[src/rtl/pvic_pkg.sv]
package pvic_pkg;

    localparam int PRIO_W = 5;

    typedef logic [PRIO_W-1:0] prio_t;

    typedef enum logic [2:0] {
        RG_NONE,
        RG_SETEN,
        RG_CLREN,
        RG_SETPD,
        RG_CLRPD,
        RG_PRIO
    } region_e;

    // One entry of the active-handler stack
    typedef struct packed {
        logic [7:0] irq;
        prio_t      prio;
    } nest_ent_t;

    // Address windows: 0x100 set-en, 0x180 clr-en, 0x200 set-pend, 0x280 clr-pend, 0x400.. prio
    function automatic region_e region_of(input logic [11:0] a);
        case (a[11:7])
            5'h02:        return RG_SETEN;
            5'h03:        return RG_CLREN;
            5'h04:        return RG_SETPD;
            5'h05:        return RG_CLRPD;
            5'h08, 5'h09: return RG_PRIO;
            default:      return RG_NONE;
        endcase
    endfunction

    function automatic logic [7:0] prio_byte(input prio_t p);
        return {p, 3'b000};
    endfunction

endpackage

[src/rtl/pvic_regs.sv]
module pvic_regs
    import pvic_pkg::*;
#(
    parameter int NUM_SRC = 64
) (
    input  logic                    clk,
    input  logic                    rst,
    input  logic [11:0]             bus_addr,
    input  logic                    bus_wr,
    input  logic [31:0]             bus_wdata,
    input  logic [3:0]              bus_be,
    output logic [31:0]             bus_rdata,
    input  logic [NUM_SRC-1:0]      src_level,
    input  logic [NUM_SRC-1:0]      act_vec,
    input  logic                    take,
    input  logic [7:0]              take_irq,
    output logic [NUM_SRC-1:0]      en_q,
    output logic [NUM_SRC-1:0]      pend_q,
    output prio_t [NUM_SRC-1:0]     prio_q
);
    localparam int NUM_WORDS = (NUM_SRC + 31) / 32;
    localparam int PAD       = NUM_WORDS * 32;

    region_e             rg;
    logic [4:0]          widx;
    logic [5:0]          pidx;
    logic [NUM_SRC-1:0]  en_nxt, pend_nxt;
    logic [PAD-1:0]      en_pad, pend_pad;

    assign rg       = region_of(bus_addr);
    assign widx     = bus_addr[6:2];
    assign pidx     = bus_addr[7:2];
    assign en_pad   = PAD'(en_q);
    assign pend_pad = PAD'(pend_q);

    always_comb begin
        en_nxt   = en_q;
        pend_nxt = pend_q;
        for (int i = 0; i < NUM_SRC; i++) begin
            // level inputs raise pending only for sources not in service
            if (src_level[i] && !act_vec[i])
                pend_nxt[i] = 1'b1;
            if (bus_wr && int'(widx) == i / 32 && bus_wdata[i % 32]) begin
                if (rg == RG_SETEN) en_nxt[i]   = 1'b1;
                if (rg == RG_CLREN) en_nxt[i]   = 1'b0;
                if (rg == RG_SETPD) pend_nxt[i] = 1'b1;
                if (rg == RG_CLRPD) pend_nxt[i] = 1'b0;
            end
            // acceptance by the core clears pending last
            if (take && int'(take_irq) == i)
                pend_nxt[i] = 1'b0;
        end
    end

    always_ff @(posedge clk) begin
        if (rst) begin
            en_q   <= '0;
            pend_q <= '0;
        end else begin
            en_q   <= en_nxt;
            pend_q <= pend_nxt;
        end
    end

    always_ff @(posedge clk) begin
        if (rst) begin
            prio_q <= '0;
        end else begin
            for (int i = 0; i < NUM_SRC; i++) begin
                if (bus_wr && rg == RG_PRIO && int'(pidx) == i / 4 && bus_be[i % 4])
                    prio_q[i] <= bus_wdata[8 * (i % 4) + 3 +: PRIO_W];
            end
        end
    end

    always_comb begin
        bus_rdata = '0;
        if (rg == RG_SETEN || rg == RG_CLREN) begin
            for (int w = 0; w < NUM_WORDS; w++)
                if (int'(widx) == w) bus_rdata = en_pad[w * 32 +: 32];
        end else if (rg == RG_SETPD || rg == RG_CLRPD) begin
            for (int w = 0; w < NUM_WORDS; w++)
                if (int'(widx) == w) bus_rdata = pend_pad[w * 32 +: 32];
        end else if (rg == RG_PRIO) begin
            for (int i = 0; i < NUM_SRC; i++)
                if (int'(pidx) == i / 4) bus_rdata[8 * (i % 4) +: 8] = prio_byte(prio_q[i]);
        end
    end

endmodule

[src/rtl/pvic_arb.sv]
module pvic_arb
    import pvic_pkg::*;
#(
    parameter int NUM_SRC = 64
) (
    input  logic [NUM_SRC-1:0]  cand,
    input  prio_t [NUM_SRC-1:0] prio,
    output logic                win_valid,
    output logic [7:0]          win_irq,
    output prio_t               win_prio
);
    // Ascending scan with strict compare: ties keep the lower IRQ number
    always_comb begin
        win_valid = 1'b0;
        win_irq   = '0;
        win_prio  = '1;
        for (int i = 0; i < NUM_SRC; i++) begin
            if (cand[i] && (!win_valid || prio[i] < win_prio)) begin
                win_valid = 1'b1;
                win_irq   = 8'(i);
                win_prio  = prio[i];
            end
        end
    end

endmodule

[src/rtl/pvic_nest.sv]
module pvic_nest
    import pvic_pkg::*;
#(
    parameter int NUM_SRC = 64,
    parameter int DEPTH   = 4,
    localparam int DW     = $clog2(DEPTH + 1),
    localparam int IRQ_W  = $clog2(NUM_SRC)
) (
    input  logic               clk,
    input  logic               rst,
    input  logic               take,
    input  logic [7:0]         take_irq,
    input  prio_t              take_prio,
    input  logic               exit_req,
    output logic [5:0]         thresh,
    output logic               full,
    output logic [DW-1:0]      depth,
    output logic [NUM_SRC-1:0] act_vec
);
    nest_ent_t     stk [DEPTH];
    logic [DW-1:0] cnt;

    assign depth = cnt;
    assign full  = (cnt == DW'(DEPTH));

    always_ff @(posedge clk) begin
        if (rst) begin
            cnt <= '0;
            for (int i = 0; i < DEPTH; i++) stk[i] <= '0;
        end else if (exit_req && cnt != '0) begin
            cnt <= cnt - 1'b1;
        end else if (take && !full) begin
            for (int i = 0; i < DEPTH; i++)
                if (DW'(i) == cnt) stk[i] <= '{irq: take_irq, prio: take_prio};
            cnt <= cnt + 1'b1;
        end
    end

    // Top of stack gives the threshold; 32 means idle (any priority passes)
    always_comb begin
        thresh  = 6'd32;
        act_vec = '0;
        for (int i = 0; i < DEPTH; i++) begin
            if (DW'(i) < cnt) begin
                thresh = {1'b0, stk[i].prio};
                act_vec[stk[i].irq[IRQ_W-1:0]] = 1'b1;
            end
        end
    end

endmodule

[src/rtl/pvic_top.sv]
module pvic_top
    import pvic_pkg::*;
#(
    parameter int NUM_SRC    = 64,
    parameter int NEST_DEPTH = 4,
    localparam int IRQ_W     = $clog2(NUM_SRC)
) (
    input  logic               clk,
    input  logic               rst,
    input  logic [11:0]        bus_addr,
    input  logic               bus_wr,
    input  logic [31:0]        bus_wdata,
    input  logic [3:0]         bus_be,
    output logic [31:0]        bus_rdata,
    input  logic [NUM_SRC-1:0] src_level,
    input  logic               glob_mask,
    output logic               irq_req,
    output logic [IRQ_W-1:0]   irq_num,
    input  logic               irq_ack,
    input  logic               irq_exit
);
    localparam int DW = $clog2(NEST_DEPTH + 1);

    logic [NUM_SRC-1:0]  en_q, pend_q, act_vec, cand;
    prio_t [NUM_SRC-1:0] prio_q;
    logic                win_valid, full, take;
    logic [7:0]          win_irq;
    prio_t               win_prio;
    logic [5:0]          thresh;
    logic [DW-1:0]       depth;

    assign cand    = pend_q & en_q & ~act_vec;
    assign irq_req = win_valid && !glob_mask && !full && ({1'b0, win_prio} < thresh);
    assign irq_num = win_irq[IRQ_W-1:0];
    // exit takes precedence over an acknowledge in the same cycle
    assign take    = irq_ack && irq_req && !irq_exit;

    pvic_regs #(.NUM_SRC(NUM_SRC)) u_regs (
        .clk       (clk),
        .rst       (rst),
        .bus_addr  (bus_addr),
        .bus_wr    (bus_wr),
        .bus_wdata (bus_wdata),
        .bus_be    (bus_be),
        .bus_rdata (bus_rdata),
        .src_level (src_level),
        .act_vec   (act_vec),
        .take      (take),
        .take_irq  (win_irq),
        .en_q      (en_q),
        .pend_q    (pend_q),
        .prio_q    (prio_q)
    );

    pvic_arb #(.NUM_SRC(NUM_SRC)) u_arb (
        .cand      (cand),
        .prio      (prio_q),
        .win_valid (win_valid),
        .win_irq   (win_irq),
        .win_prio  (win_prio)
    );

    pvic_nest #(.NUM_SRC(NUM_SRC), .DEPTH(NEST_DEPTH)) u_nest (
        .clk       (clk),
        .rst       (rst),
        .take      (take),
        .take_irq  (win_irq),
        .take_prio (win_prio),
        .exit_req  (irq_exit),
        .thresh    (thresh),
        .full      (full),
        .depth     (depth),
        .act_vec   (act_vec)
    );

endmodule

[config.mk]
export PLATFORM = sky130hd
export DESIGN_NAME = pvic_top
export DESIGN_NICKNAME = d
export VERILOG_FILES = /design/src/rtl/pvic_pkg.sv /design/src/rtl/pvic_regs.sv /design/src/rtl/pvic_arb.sv /design/src/rtl/pvic_nest.sv /design/src/rtl/pvic_top.sv
export SDC_FILE = /design/constraint.sdc
export NUM_CORES = 2
export LEC_CHECK = 0
export ABC_AREA = 1
export BUFFER_PORTS_ARGS = -buffer_cell sky130_fd_sc_hd__buf_2
export CAP_MARGIN = 40
export CELL_PAD_IN_SITES_DETAIL_PLACEMENT = 1
export CELL_PAD_IN_SITES_GLOBAL_PLACEMENT = 1
export CORE_UTILIZATION = 45
export CTS_CLUSTER_DIAMETER = 50
export DETAILED_ROUTE_END_ITERATION = 10
export PLACE_DENSITY_LB_ADDON = 0.3
export SLEW_MARGIN = 20
export SYNTH_ARGS = -nofsm -noshare
export SYNTH_HDL_FRONTEND = slang
export SYNTH_SLANG_ARGS = --single-unit
[constraint.sdc]
create_clock -name clk -period 138.1 [get_ports clk]
set_input_delay 41.43 -clock clk [delete_from_list [all_inputs] [get_ports clk]]
set_output_delay 41.43 -clock clk [all_outputs]
set_load 0.02 [all_outputs]
==> summary.md <==
| Metric | Value |
|---|---|
| Status | `complete, no violations` |
| Total grt overflow | `0` |
| CP startpoint kind | `flop` |
| Worst skew pair latency | `0.66 ns` |
| Full die area | `96200 sq um` |
| Core Box Area | `93700 sq um` |
| Placed cell area | `44200 sq um` |
| Most used DFF post-synth | `dfxtp_1` |
| Hold Path Sink | `u_regs.en_q[21]` |
| Placer's final routability congestion estimate | `1.00` |
| Worst min path class | `reg2reg` |
| Post-synth EDFFs | `44` |
| H-tree depth | `3` |
| Fmax | `8.06 MHz` |
| RSZ-0062 raised after global routing | `false` |
| Rows | `112` |
| Post-synth ARST share | `0` |
| Setup bufs post-CTS | `0` |
| CP peak stage delay | `0.56 ns` |
| Fillcell total | `12500` |
| Final nets | `6818` |
| Yosys cell types | `76` |
| Largest net degree at the start of global routing | `232` |
| Worst ir drop on vdd | `0.0110 mV` |
| Post-route DRC | `0` |
| Critical Path End Type | `primary output` |
| Reg clk slew, reported paths | `0.06 ns` |
| PwrDens | `8.13 nW/um^2` |
| Ratio of cells with drive above 1 in the final layout | `0.164` |
| Clk_skew | `0.0268 ns` |
| Placed Instances | `7734` |
| Hold-fix buffers at CTS | `0` |
| Synthesized Nets | `6722` |
| Reg area | `10300 sq um` |
| Synth Area in XOR/XNOR | `0.000615` |
| Port bufs | `154` |
| Netlist area before placement | `42700 sq um` |
| CTS Buf Count | `75` |
| Warnings from Yosys | `0` |
| Crit Reg-Reg Endpoint | `u_regs.pend_q[37]` |
| Slew Limit Fails | `0` |
| Die Width | `310 microns` |
| HP Start | `u_regs.en_q[21]` |
| Mux share of post-synthesis cell area | `0` |
| CTS max path bufs | `3` |
| Initial antenna violation count | `3` |
| CTS resizes | `0` |
| GR Util All Layers | `0.412` |
| Compound-Gate Fraction of Synth Area | `0.231` |
| Final min period | `124.03 ns` |
| Worst-Margin Slew | `1.27 ns` |
| Syn Inst Count | `6466` |
| Mean Syn Cell Area | `6.61 sq um` |
| Fin. Hold Viols | `0` |
| First-pass GRT wire length | `297 mm` |
| Seq/Total Area, Yosys | `0.242` |
| Worst hold path depth | `2` |
| Seq cells post-synth | `495` |
| Die height | `310 microns` |
| CP max FO | `17` |
| CTS tree | `built` |
| Worst slew margin | `0.156` |
| R2R depth | `540` |
| Crit Path Class | `reg2out` |
| Post-Synth Adder-Cell Area | `0.0404` |
| Drt initial violations | `5339` |
| Worst Path Required | `96.67 ns` |
| Most frequent cells in the layout | `1039 x nand2_1, 1022 x inv_1, 595 x o21ai_0` |
| Leading cell type in the layout, fill and taps excluded | `nand2_1` |
| Final worst path period share | `0.898` |
| Non-Filler Instances | `7882` |
| Final wirelength | `203 mm` |
| DP HPWL | `153 mm` |
| Min Hold Slack | `0.475 ns` |
| Detail Route Antenna Nets | `0` |
| Main combinational cell family by area after synthesis | `simple AND/OR/NAND/NOR gates` |
| Via density | `6.20` |
| Reg-to-Reg Start | `u_nest.depth[2]` |
| Clock Sinks | `495` |
| Setup-failing EPs final | `0` |
| Initial core utilization | `0.456` |
| R2r setup slk | `55.07 ns` |
| Crit path DAT | `82.60 ns` |
| Max-cap violations | `0` |
| Multi-input logic area | `26600 sq um` |
| Most frequent CP cell | `nand2_1` |
| Synth Area in Simple Gates | `0.349` |
| Final instance area | `47000 sq um` |
| 1st-pass router iterations | `6` |
| Area growth syn-to-layout | `9.99%` |
| Vias in the first global route | `47000` |
| I/O Pins | `157` |
| Avg WL per Cell | `25.7 microns` |
| CP max-delay cell | `o21ai_2` |
| Via count of the routed design | `48900` |
| Setup TNS | `0 ns` |
| Lkg Pwr | `21.8 nW` |
| Clock root buffer | `clkbuf_16` |
stage by stage:
step,util,setup slack (ns),power (W)
floorplan,-,29.49,0.000165
global placement,0.470,18.10,0.000177
detailed placement,0.472,15.92,0.000178
CTS,0.501,14.66,0.000381
global route,0.501,7.30,0.000388
finish,0.501,14.07,0.000382
report_power, final:
| part | internal, W | switching, W |
|---|---|---|
| clock | 0.000124 | 0.0000818 |
| combinational | 0.00000693 | 0.0000217 |
| sequential | 0.000147 | 0.00000133 |
| total | 0.000277 | 0.000105 |
metal layers:
metal  share of wire  track usage  vias to the layer above
li1                -            -                    22000
met1            0.41        0.536                    23700
met2            0.43        0.630                     2565
met3            0.10       0.0875                      602
met4           0.064        0.235                        6
met5         0.00018            0                        -
logic make-up after synthesis:
| logic type | after synthesis |
|---|---|
| buffers and inverters | 1317 |
| adder cells (fa/ha/maj) | 138 |
| flip-flops | 495 |
| AND/OR/NAND/NOR | 2859 |
| AO/OA/AOI/OAI | 1654 |
| XOR/XNOR | 3 |
how the worst max path moves through the flow:
stage                          startpoint       to  slack [ns]  cells past startpoint
after floorplan           u_nest.depth[2]  irq_req       29.49                    580
after global placement    u_nest.depth[2]  irq_req       18.10                    536
after detailed placement  u_nest.depth[2]  irq_req       15.92                    537
after CTS                 u_nest.depth[2]  irq_req       14.66                    537
after global routing      u_nest.depth[2]  irq_req        7.30                    538
final                     u_nest.depth[2]  irq_req       14.07                    537
cell usage after synthesis, types with 70 or more instances:
cell	instances	share of area
a21oi_1	495	0.058
a221oi_1	70	0.014
clkbuf_1	135	0.012
dfxtp_1	451	0.21
ha_1	138	0.040
inv_1	1023	0.090
nand2_1	1039	0.091
nand2_2	200	0.029
nand2_4	148	0.039
nand3_1	559	0.065
nand3_2	124	0.029
nand4_1	97	0.014
nor2_1	457	0.040
nor3_1	102	0.012
o21ai_0	595	0.070
o21bai_1	101	0.018
o22ai_1	98	0.014
state kept, by name (all words and copies together) (netlist names):
name           flops
u_nest.depth       3
u_nest.stk        44
u_regs.pend_q     64
u_regs.prio_q    320
u_regs.en_q       64
final cells by class:
| type | count | share of cell area |
|---|---|---|
| clock buffers | 100 | 0.0478 |
| flip-flops and latches | 495 | 0.220 |
| diodes | 4 | 0.000213 |
| multi-input cells | 4654 | 0.566 |
| well taps | 1254 | 0.0334 |
| inverters | 1070 | 0.0868 |
| clock inverters | 39 | 0.00927 |
| repair buffers | 266 | 0.0367 |
worst max-delay path, delay by kind of cell, from the launching register on:
kind	cells	cell delay [ns]
AOI/OAI and AO/OA	97	25.64
buffers and inverters	40	3.14
and+or+nand+nor	336	32.35
adders and majority gates	64	20.20
DFF	1	0.30
No activity file was read; power rests on OpenSTA's default activity.
